===== config.mk =====
export PLATFORM = sky130hd
export DESIGN_NAME = xfer_queue
export DESIGN_NICKNAME = d
export VERILOG_FILES = /design/src/rtl/xfer_queue.sv
export SDC_FILE = /design/constraint.sdc
export NUM_CORES = 1
export LEC_CHECK = 0
export BUFFER_PORTS_ARGS = -buffer_cell sky130_fd_sc_hd__buf_2
export CORE_AREA = 2 2 187 189
export DETAILED_ROUTE_END_ITERATION = 8
export DIE_AREA = 0 0 189 191
export MAX_ROUTING_LAYER = met4
export PLACE_DENSITY_LB_ADDON = 0.3
export SLEW_MARGIN = 5
export SYNTH_ARGS = -nofsm -noshare
export SYNTH_HDL_FRONTEND = slang
export SYNTH_SLANG_ARGS = --single-unit
export TNS_END_PERCENT = 10

===== constraint.sdc =====
create_clock -name clk -period 12.5 [get_ports clk]
set_clock_uncertainty 0.15 [all_clocks]
set_input_delay 0.625 -clock clk [delete_from_list [all_inputs] [get_ports clk]]
set_output_delay 0.625 -clock clk [all_outputs]
set_load 0.03 [all_outputs]

===== src/rtl/xfer_queue.sv =====
module xfer_queue #(
  parameter int DEPTH = 8,
  parameter int AW    = 32,
  parameter int TW    = 7
) (
  input  logic          clk,
  input  logic          rst_n,
  input  logic          push_valid,
  input  logic          push_spill,
  input  logic [AW-1:0] push_addr,
  input  logic [TW-1:0] push_tag,
  output logic          full,
  input  logic          ins_req,
  input  logic          ins_we,
  input  logic [AW-1:0] ins_addr,
  output logic          ins_grant,
  output logic          mem_req,
  output logic          mem_we,
  output logic [AW-1:0] mem_addr,
  output logic [TW-1:0] mem_tag,
  output logic          mem_xfer,
  input  logic          mem_ready,
  input  logic          resp_valid,
  input  logic          resp_fill,
  input  logic [TW-1:0] resp_tag,
  output logic          fill_done,
  output logic [TW-1:0] fill_tag
);
  localparam int PW = (DEPTH > 1) ? $clog2(DEPTH) : 1;
  localparam int CW = $clog2(DEPTH + 1);

  logic          q_spill [DEPTH];
  logic [AW-1:0] q_addr  [DEPTH];
  logic [TW-1:0] q_tag   [DEPTH];
  logic [PW-1:0] wr_ptr, rd_ptr;
  logic [CW-1:0] count;

  wire empty = (count == '0);
  wire do_push = push_valid && !full;
  wire do_pop  = !empty && mem_ready;

  assign full      = (count == CW'(DEPTH));
  assign mem_xfer  = !empty;
  assign mem_req   = mem_xfer || ins_req;
  assign mem_we    = mem_xfer ? q_spill[rd_ptr] : ins_we;
  assign mem_addr  = mem_xfer ? q_addr[rd_ptr]  : ins_addr;
  assign mem_tag   = mem_xfer ? q_tag[rd_ptr]   : '0;
  assign ins_grant = empty && ins_req && mem_ready;

  function automatic logic [PW-1:0] bump(input logic [PW-1:0] p);
    return (p == PW'(DEPTH - 1)) ? '0 : p + 1'b1;
  endfunction

  always_ff @(posedge clk) begin
    if (do_push) begin
      q_spill[wr_ptr] <= push_spill;
      q_addr[wr_ptr]  <= push_addr;
      q_tag[wr_ptr]   <= push_tag;
    end
  end

  always_ff @(posedge clk) begin
    if (!rst_n) begin
      wr_ptr <= '0;
      rd_ptr <= '0;
      count  <= '0;
    end else begin
      if (do_push) wr_ptr <= bump(wr_ptr);
      if (do_pop)  rd_ptr <= bump(rd_ptr);
      if (do_push && !do_pop)      count <= count + 1'b1;
      else if (do_pop && !do_push) count <= count - 1'b1;
    end
  end

  always_ff @(posedge clk) begin
    if (!rst_n) begin
      fill_done <= 1'b0;
      fill_tag  <= '0;
    end else begin
      fill_done <= resp_valid && resp_fill;
      fill_tag  <= resp_tag;
    end
  end
endmodule



==> run_results.csv, run 1 <==
group,metric,value,unit
floorplanning,io_pins,139,
global_routing,grt_pass1_wl,41.91,mm
layout,fill_cells,2900,
timing,maxSlewHeadroom,25.76,%
layout,layout_common_cells,"320 x edfxtp_1, 138 x buf_2, 76 x mux2i_1",
clocking,cts_setup_buffers,0,
clocking,cts_tree,"done",
synth,synth_cell_types,40,
routing,ant_nets,0,
routing,wl,27.74,mm
setup_path,crit_arrival,4.08,ns
layout,area_delta_synth_final,16.95,%
layout,layout_commonest_cell,"edfxtp_1",
routing,dr.first_iter.drc_count,405,
power,switchingPower,1019,uW
synth,ys_warn_count,0,
timing,setup_viol,0,
routing,viasPerCell,5.111,
clocking,cts_hold_buf,0,
clocking,ctsResizeCount,0,
timing,min_period,4.858,ns
clocking,cts_buffers,37,
setup_path,start_kind,"register",
placement,placed_cells,1314,
flow_run,maxCapViolations,0,
floorplanning,start_util,39.54,%
timing,slew_viol_final,0,
clocking,numClockSinks,341,
floorplanning,core,34120,um2
timing,fmax,205.9,MHz
floorplanning,fp.dieH,191,um
synth,ys_seq_elements,341,
power,ir_worst_vdd,0.0001612,V
power,p_int,2280,uW
clocking,path_clk_slew,0.06,ns
timing,setup_tns,0,ns
clocking,cts.path.max_buffers,3,
layout,seqCellArea,10030,um2
synth,yosysSeqAreaShare,74.34,%
power,switching_share,30.88,%
timing,worst_pin_slew,1.114,ns
clocking,clk_latency,0.52,ns
setup_path,worstPathRequired,11.73,ns
setup_path,cp-end-kind,"output port",
placement,gp_congestion,0.6793,
synth,synth_top_area_cell,"edfxtp_1",
global_routing,grt_max_degree,77,
synth,syn-cell-area,13490,um2
status,status,"finished, final reports clean",
setup_path,worstPathMaxFanout,71,
timing,min_period_over_period,38.86,%
clocking,root_buffer,"clkbuf_16",
routing,drc,0,
layout,multi_input_area,3211,um2
global_routing,antenna_found_initial,0,
power,pwr-share-clk,31.6,%
floorplanning,die_area,36100,um2
hold_path,min-delay-path-class,"primary input to register",
synth,syn_inst,751,
floorplanning,rows,68,
setup_path,critical_path_class,"register to output port",
global_routing,grt.total_usage,15.88,%
global_routing,grt_overflow,0,
synth,netlist.area_leader.share,71.22,%
layout,fin_nets,993,
routing,vias,7048,
power,pwr-share-comb,27.4,%
timing,hold_viol,0,
layout,fin_cells,1379,
timing,rsz0062_at_grt,"no",
timing,holdWs,0.1597,ns
clocking,cts.htree.levels,2,
synth,syn_nets,846,
placement,port_buffers,138,
synth,avgSynthCellArea,17.96,um2
layout,drive_gt1_share,32.14,%
power,p_per_area,209.0,nW/um2
power,leakage,0.005354,uW
synth,synth_area_leaders,"edfxtp_1 71%, mux2i_1 5.6%, mux2_2 5.5%, dfxtp_1 3.1%, mux4_2 2.3%",
placement,hpwlAfterDp,15.10,mm
routing,firstDrtPassIters,5,
layout,n_antenna_cell,0,
floorplanning,die_w,189,um
global_routing,grt_pass1_vias,7133,
routing,wl_per_cell,20.12,um
power,seqPwrFrac,41.0,%
through the flow:
step,utilization [%],setup WS (ns),total power (uW),area (um2)
after CTS,46.25,7.584,3343,15780
after global placement,42.83,8.138,2290,14610
after global routing,46.25,7.410,3453,15780
final,46.25,7.643,3298,15780
after detailed placement,42.83,8.145,2299,14610
after floorplan,-,7.044,2083,13490
sequential cells by signal, indices dropped and copies added, names as in the netlist, named ones only:
name and flops:
count 4, q_addr 256, fill_tag 7, rd_ptr 3, wr_ptr 3, fill_done 1
q_spill 8, q_tag 56
cell families after synthesis:
logic type / count (synthesis) / synth area share [%]
buf+inv: 46 / 2.374
fa+ha+maj: 8 / 0.7975
simple gates: 89 / 3.144
xor+xnor: 2 / 0.1299
flops: 341 / 74.34
compound gates: 109 / 5.731
mux: 156 / 13.48
cell type report:
cell class / instances / area share (%)
repair buffers: 151 / 4.996
flip-flops and latches: 341 / 63.59
clock inverters: 15 / 0.9436
well taps: 455 / 3.608
inverters: 3 / 0.07137
multi-input cells: 364 / 20.35
clock buffers: 50 / 6.447
per-layer routing:
| metal | track usage (%) | vias to the layer above | routed length [um] |
|---|---|---|---|
| met5 | - | - | 0 |
| met4 | 4.387 | 0 | 478 |
| met3 | 2.185 | 46 | 1218 |
| met2 | 25.42 | 190 | 13400 |
| met1 | 21.40 | 3519 | 12640 |
| li1 | - | 3293 | - |
final timing paths:
path / from / endpoint / slack [ns] / cells after the start
worst max-delay path: register / mem_tag[1] / 7.64 / 6
worst min-delay path: resp_tag[5] / fill_tag[5] / 0.16 / 2
worst max register to register: count[0] / count[3] / 9.33 / 11
worst min register to register: rd_ptr[0] / register / 0.37 / 2
critical path: stages, from the launching register on:
cell and delay [ns]:
dfxtp_4 0.47, buf_4 0.83, buf_4 0.94, mux4_2 0.60, mux2i_1 0.27, nor2_1 0.07
buf_2 0.21
cells in the mapped netlist:
cell,count
or3_1,2
dfxtp_1,21
mux2i_1,76
buf_8,4
nor2b_1,3
edfxtp_1,320
a211oi_1,1
buf_4,3
nand2_1,45
mux4_2,14
a22oi_1,25
buf_6,6
o221ai_1,25
a21oi_1,1
nor2_1,12
o21ai_1,33
fa_1,1
o21ai_0,1
mux2_2,66
a221o_1,8
and2_1,10
nand3_1,1
nor4_4,1
nand4b_1,1
buf_12,2
nand2_2,1
buf_2,11
nor4_1,1
buf_1,1
clkbuf_1,16
a31oi_1,1
nand2b_1,5
a21bo_2,1
nor3_1,5
ha_1,7
a21boi_0,5
xnor2_1,2
o22ai_1,8
inv_1,3
and3_1,2
power groups by stage:
stage | logic [uW] | registers, uW | clock network [uW]
floorplan | 717 | 1370 | 0
global placement | 916 | 1370 | 0
detailed placement | 922 | 1380 | 0
CTS | 924 | 1350 | 1070
global route | 983 | 1360 | 1110
finish | 904 | 1350 | 1040
(Power assumes the default switching activity.)
==> inputs of run 2 (changes only) <==
ABC_AREA = 1   (was not set)
CORE_AREA = 2 2 196 198   (was 2 2 187 189)
DIE_AREA = 0 0 198 200   (was 0 0 189 191)
clock period = 4.8 ns   (was 12.5 ns; I/O delays follow)
==> run_results.csv, run 2 <==
group,metric,value,unit
status,status,"finished, final reports clean",
clocking,root_buffer,"clkbuf_16",
layout,final_area,17620,um2
layout,largest_register_ffs,256,
setup_path,worst-r2r-cell-count,7,
setup_path,cp-end-kind,"output port",
layout,top_regs,"q_addr (256), q_tag (56), q_spill (8)",
synth,synth_cell_types,22,
layout,drive_gt1_share,13.31,%
routing,drc,0,
routing,ant_nets,0,
setup_path,crit_arrival,2.99,ns
power,pwr-share-clk,28.3,%
setup_path,start_kind,"register",
power,p_int,5910,uW
global_routing,grt_overflow,0,
floorplanning,rows,71,
synth,synth_top_family_by_area,"simple AND/OR/NAND/NOR gates",
placement,gp_congestion,0.7884,
synth,synth_edf_count,320,
synth,ys_seq_elements,341,
global_routing,grtUsageMet1,22.72,%
clocking,numClockSinks,341,
clocking,cts.path.max_buffers,3,
floorplanning,start_util,39.56,%
synth,syn_inst,1454,
synth,synthFlopType,"edfxtp_1",
hold_path,worstHoldStart,"resp_valid",
global_routing,grt_pass1_vias,10007,
clocking,cts_setup_buffers,0,
flow_run,maxCapViolations,0,
synth,synth_area_leaders,"edfxtp_1 65%, nand2_1 12%, nand3_1 7.4%, inv_1 6.1%, dfxtp_1 2.8%",
setup_path,worstPathRequired,4.41,ns
clocking,cts.htree.levels,2,
timing,setup_viol,0,
layout,layout_commonest_cell,"nand2_1",
routing,firstDrtPassIters,5,
floorplanning,io_pins,139,
synth,syn_nets,1549,
synth,ys_warn_count,0,
timing,setup_tns,0,ns
synth,avgSynthCellArea,10.18,um2
synth,yosysSeqAreaShare,67.79,%
global_routing,grt.total_usage,18.05,%
synth,syn-cell-area,14800,um2
synth,synthTopCellsByCount,"466 x nand2_1, 320 x edfxtp_1, 241 x inv_1",
floorplanning,fp.dieH,200,um
layout,fill_cells,3429,
routing,wl_per_cell,15.72,um
timing,maxSlewHeadroom,25.99,%
layout,fin_nets,1735,
setup_path,r2r_end,"q_addr[7][17]",
clocking,cts_tree,"done",
clocking,path_clk_slew,0.06,ns
timing,layout_setup_ws,1.421,ns
routing,dr.first_iter.drc_count,712,
timing,fmax,296.0,MHz
power,ir_worst_vdd,0.0003638,V
clocking,cts_buffers,38,
setup_path,r2r_slack,2.02,ns
power,leakage,0.007679,uW
routing,vias,10170,
global_routing,grtUsageMet2,30.28,%
setup_path,worstPathMaxFanout,84,
clocking,ctsResizeCount,0,
timing,rsz0062_at_grt,"no",
timing,min_period_over_period,70.39,%
power,switchingPower,3539,uW
global_routing,grt_busiest_layer,"met2",
synth,yosysMostFrequentCell,"nand2_1",
routing,viasPerCell,4.665,
hold_path,min-delay-path-class,"primary input to register",
placement,pre_cts_slack,1.922,ns
placement,port_buffers,138,
layout,regMostFlops,"q_addr",
routing,wl,34.28,mm
synth,netlist.area_leader.share,64.95,%
global_routing,grt_max_degree,99,
power,seqPwrFrac,38.1,%
synth,synth_top_area_cell,"edfxtp_1",
floorplanning,die_w,198,um
clocking,clk_latency,0.52,ns
synth,synthMuxAreaShare,0,%
global_routing,grt_pass1_wl,53.14,mm
synth,synth_compound_gate_area_share,0.9133,%
synth,synth-simple-area-share,21.31,%
layout,area_delta_synth_final,19.12,%
global_routing,grt_util_met3,2.470,%
timing,worst_pin_slew,1.110,ns
floorplanning,die_area,39600,um2
global_routing,antenna_found_initial,1,
power,p_per_area,536.1,nW/um2
power,pwr-share-comb,33.5,%
setup_path,critical_path_class,"register to output port",
power,switching_share,37.45,%
setup_path,rr_startpoint,"count[0]",
synth,yosys.area_share.adder,0.7273,%
floorplanning,core,37400,um2
placement,hpwlAfterDp,18.68,mm
placement,place_area,15890,um2
hold_path,holdPathEnd,"fill_done",
layout,layout_common_cells,"465 x nand2_1, 320 x edfxtp_1, 239 x inv_1",
timing,min_period,3.379,ns
hold_path,hold_depth,4,
synth,async_flop_share,0,%
synth,yosys.area_share.xor_xnor,0.05920,%
timing,slew_viol_final,0,
timing,hold_viol,0,
## run 2: stage by stage
| step | std cells | hold slack (ns) | utilization [%] | power, uW |
|---|---|---|---|---|
| floorplan | 1454 | 0.1835 | - | 5923 |
| global placement | 2052 | 0.2708 | 42.47 | 6797 |
| detailed placement | 2052 | 0.2737 | 42.47 | 6841 |
| CTS | 2179 | 0.2995 | 47.12 | 9576 |
| global route | 2180 | 0.3386 | 47.12 | 10010 |
| finish | 2180 | 0.3176 | 47.12 | 9448 |
## run 2: worst max-delay path by stage
stage                         from      endpoint  slack, ns  depth (start not counted)
after floorplan           count[0]  q_addr[0][0]       1.56                          5
after global placement    register  mem_addr[26]       1.93                          9
after detailed placement  register  mem_addr[26]       1.92                          9
after CTS                 register  mem_addr[26]       1.36                          9
after global routing      register  mem_addr[26]       1.13                          9
final                     register  mem_addr[26]       1.42                          9
## run 2: logic make-up after synthesis
group                    Yosys count
XOR/XNOR                           1
AND/OR/NAND/NOR                  765
buffers and inverters            312
AO/OA/AOI/OAI                     27
adder cells (fa/ha/maj)            8
flip-flops                       341
## run 2: layer usage
metal / wire [um] / part of all wire [%] / vias to the layer above
li1: - / - / 5046
met1: 14880 / 43 / 4750
met2: 16540 / 48 / 311
met3: 2048 / 6.0 / 63
met4: 808 / 2.4 / 0
met5: 0 / 0 / -
## run 2: repair_timing
action / in CTS / in global routing
endpoints found under the hold margin: 339 / 0
setup endpoints to repair: 0 / 0
hold buffers: 59 / 0
## run 2: critical path, cell delays in order, from the launching register on
cell and delay [ns]:
dfxtp_4 0.46, inv_4 0.71, buf_4 0.53, nand2_1 0.09
nand2_1 0.07, nand2_1 0.05, nand3_1 0.09, nand3_1 0.15
nand2_1 0.10, buf_2 0.19
## run 2: power by group through the flow
| stage | logic, uW | registers [uW] | clock network [uW] |
|---|---|---|---|
| floorplan | 2310 | 3620 | 0 |
| CTS | 3230 | 3600 | 2750 |
| global route | 3520 | 3630 | 2850 |
| detailed placement | 3180 | 3660 | 0 |
| global placement | 3140 | 3660 | 0 |
| finish | 3170 | 3600 | 2680 |
## run 2: final cells by class
cell class	count	area, um2	share of cell area, %
multi-input cells	801	3467	19.67
repair buffers	215	1416	8.036
well taps	511	639.4	3.628
inverters	243	914.6	5.190
clock inverters	17	125.1	0.7099
diodes	1	2.502	0.01420
clock buffers	51	1021	5.793
flip-flops and latches	341	10040	56.96
==> inputs of run 3 (changes only) <==
clock period = 3 ns   (was 4.8 ns; I/O delays follow)
==> run_results.csv, run 3 (synthesized netlist as in run 2, its figures left out) <==
group,metric,value,unit
layout,fin_nets,1741,
layout,largest_register_ffs,256,
global_routing,grt_pass1_wl,53.67,mm
routing,wl_per_cell,15.67,um
setup_path,worstPathCellList,"buf_12 -> nand2_1 -> nand2_1 -> nand2_1 -> nand3_1 -> nand3_1 -> nand2_1 -> buf_2",
layout,top_regs,"q_addr (256), q_tag (56), q_spill (8)",
global_routing,grtUsageMet1,22.90,%
timing,worst_pin_slew,0.8834,ns
setup_path,crit_top_cell,"nand2_1",
timing,holdWs,0.2947,ns
setup_path,worst-r2r-cell-count,12,
setup_path,start_kind,"register",
global_routing,grt_busiest_layer,"met2",
global_routing,grt_max_degree,168,
global_routing,grt_overflow,0,
power,pwr-share-comb,34.8,%
power,switchingPower,5591,uW
global_routing,grt.total_usage,18.21,%
routing,firstDrtPassIters,5,
routing,ant_nets,0,
routing,viasPerCell,4.657,
placement,gp_congestion,0.7259,
timing,slew_viol_final,0,
setup_path,cp-end-kind,"output port",
floorplanning,start_util,39.56,%
floorplanning,rows,71,
clocking,cts_buffers,38,
floorplanning,die_area,39600,um2
setup_path,cp_slowest_cell,"buf_12",
status,status,"finished, final reports clean",
power,leakage,0.007717,uW
layout,layout_commonest_cell,"nand2_1",
power,ir_worst_vdd,0.0004643,V
routing,vias,10139,
timing,fmax,365.8,MHz
floorplanning,core,37400,um2
power,pwr-share-clk,27.5,%
timing,rsz0062_at_grt,"no",
global_routing,grt_util_met3,2.705,%
hold_path,min-delay-path-class,"primary input to register",
setup_path,worstPathRequired,2.70,ns
placement,port_buffers,138,
power,p_int,9512,uW
clocking,clk_latency,0.50,ns
layout,drive_gt1_share,13.33,%
placement,pre_cts_slack,0.6320,ns
floorplanning,die_w,198,um
timing,min_period,2.734,ns
setup_path,crit_arrival,2.43,ns
timing,setup_tns,0,ns
clocking,ctsResizeCount,0,
setup_path,worstPathMaxFanout,167,
setup_path,critical_path_class,"register to output port",
placement,hpwlAfterDp,17.71,mm
clocking,root_buffer,"clkbuf_16",
floorplanning,io_pins,139,
layout,utilization,47.43,%
timing,setup_viol,0,
clocking,cts_tree,"done",
floorplanning,fp.dieH,200,um
power,seqPwrFrac,37.7,%
routing,wl,34.11,mm
layout,fill_cells,3392,
routing,dr.first_iter.drc_count,759,
routing,drc,0,
layout,regMostFlops,"q_addr",
power,p_per_area,851.5,nW/um2
timing,maxSlewHeadroom,41.02,%
layout,layout_common_cells,"465 x nand2_1, 320 x edfxtp_1, 239 x inv_1",
setup_path,critPathMaxStageDelay,0.51,ns
clocking,cts_setup_buffers,0,
timing,layout_setup_ws,0.2661,ns
clocking,cts.htree.levels,2,
clocking,cts_hold_buf,61,
timing,hold_viol,0,
clocking,numClockSinks,341,
timing,min_period_over_period,91.13,%
global_routing,antenna_found_initial,1,
layout,area_delta_synth_final,19.89,%
global_routing,grt_pass1_vias,9911,
hold_path,hold_depth,2,
clocking,path_clk_slew,0.06,ns
clocking,cts.path.max_buffers,3,
power,switching_share,37.02,%
flow_run,maxCapViolations,0,
global_routing,grtUsageMet2,31.26,%
[run 3: changes by cell type in the layout (fill, tap and decap cells not counted), moves of 2 or more]
cell / previous run / this run
buf_4: 18 / 12
clkinv_1: 9 / 5
dlygate4sd3_1: 59 / 61
buf_12: 0 / 10
clkinv_4: 2 / 0
[run 3: power groups by stage]
stage | clock, uW | sequential, uW | combinational [uW]
floorplan | 0 | 5790 | 3690
global placement | 0 | 5780 | 5210
detailed placement | 0 | 5790 | 5270
CTS | 4260 | 5700 | 5360
global route | 4440 | 5730 | 5850
finish | 4150 | 5700 | 5260
[run 3: path summary, 6_finish.rpt]
| path | startpoint | end | slack, ns |
|---|---|---|---|
| hold / removal | push_addr[25] | q_addr[3][25] | 0.29 |
| setup / recovery | register | mem_addr[31] | 0.27 |
| setup reg to reg | count[0] | count[3] | 0.61 |
| hold reg to reg | rd_ptr[2] | register | 0.35 |
[run 3: critical path: cells and delay by family (launching register included)]
family | cells | cell delay [ns]
buf+inv | 2 | 0.71
flops | 1 | 0.37
simple gates | 6 | 0.69
[run 3: per-stage QoR]
stage	area [um2]	std cells	power, uW
after floorplan	14800	1454	9477
after global placement	16040	2056	10990
after detailed placement	16040	2056	11070
after CTS	17740	2176	15320
after global routing	17740	2177	16010
final	17740	2177	15100
[run 3: layout make-up]
type,instances,area (um2),share of cell area (%)
clock inverters,9,67.56,0.3809
multi-input cells,801,3467,19.55
flip-flops and latches,341,10040,56.59
inverters,243,914.6,5.156
repair buffers,221,1592,8.972
diodes,1,2.502,0.01411
well taps,511,639.4,3.604
clock buffers,50,1017,5.735
[run 3: per-layer routing]
layer  wire (um)  part of all wire, %  vias up
li1            -                    -     5053
met5           0                    0        -
met1       15250                   45     4791
met2       16540                   48      241
met3        1696                  5.0       54
met4         619                  1.8        0
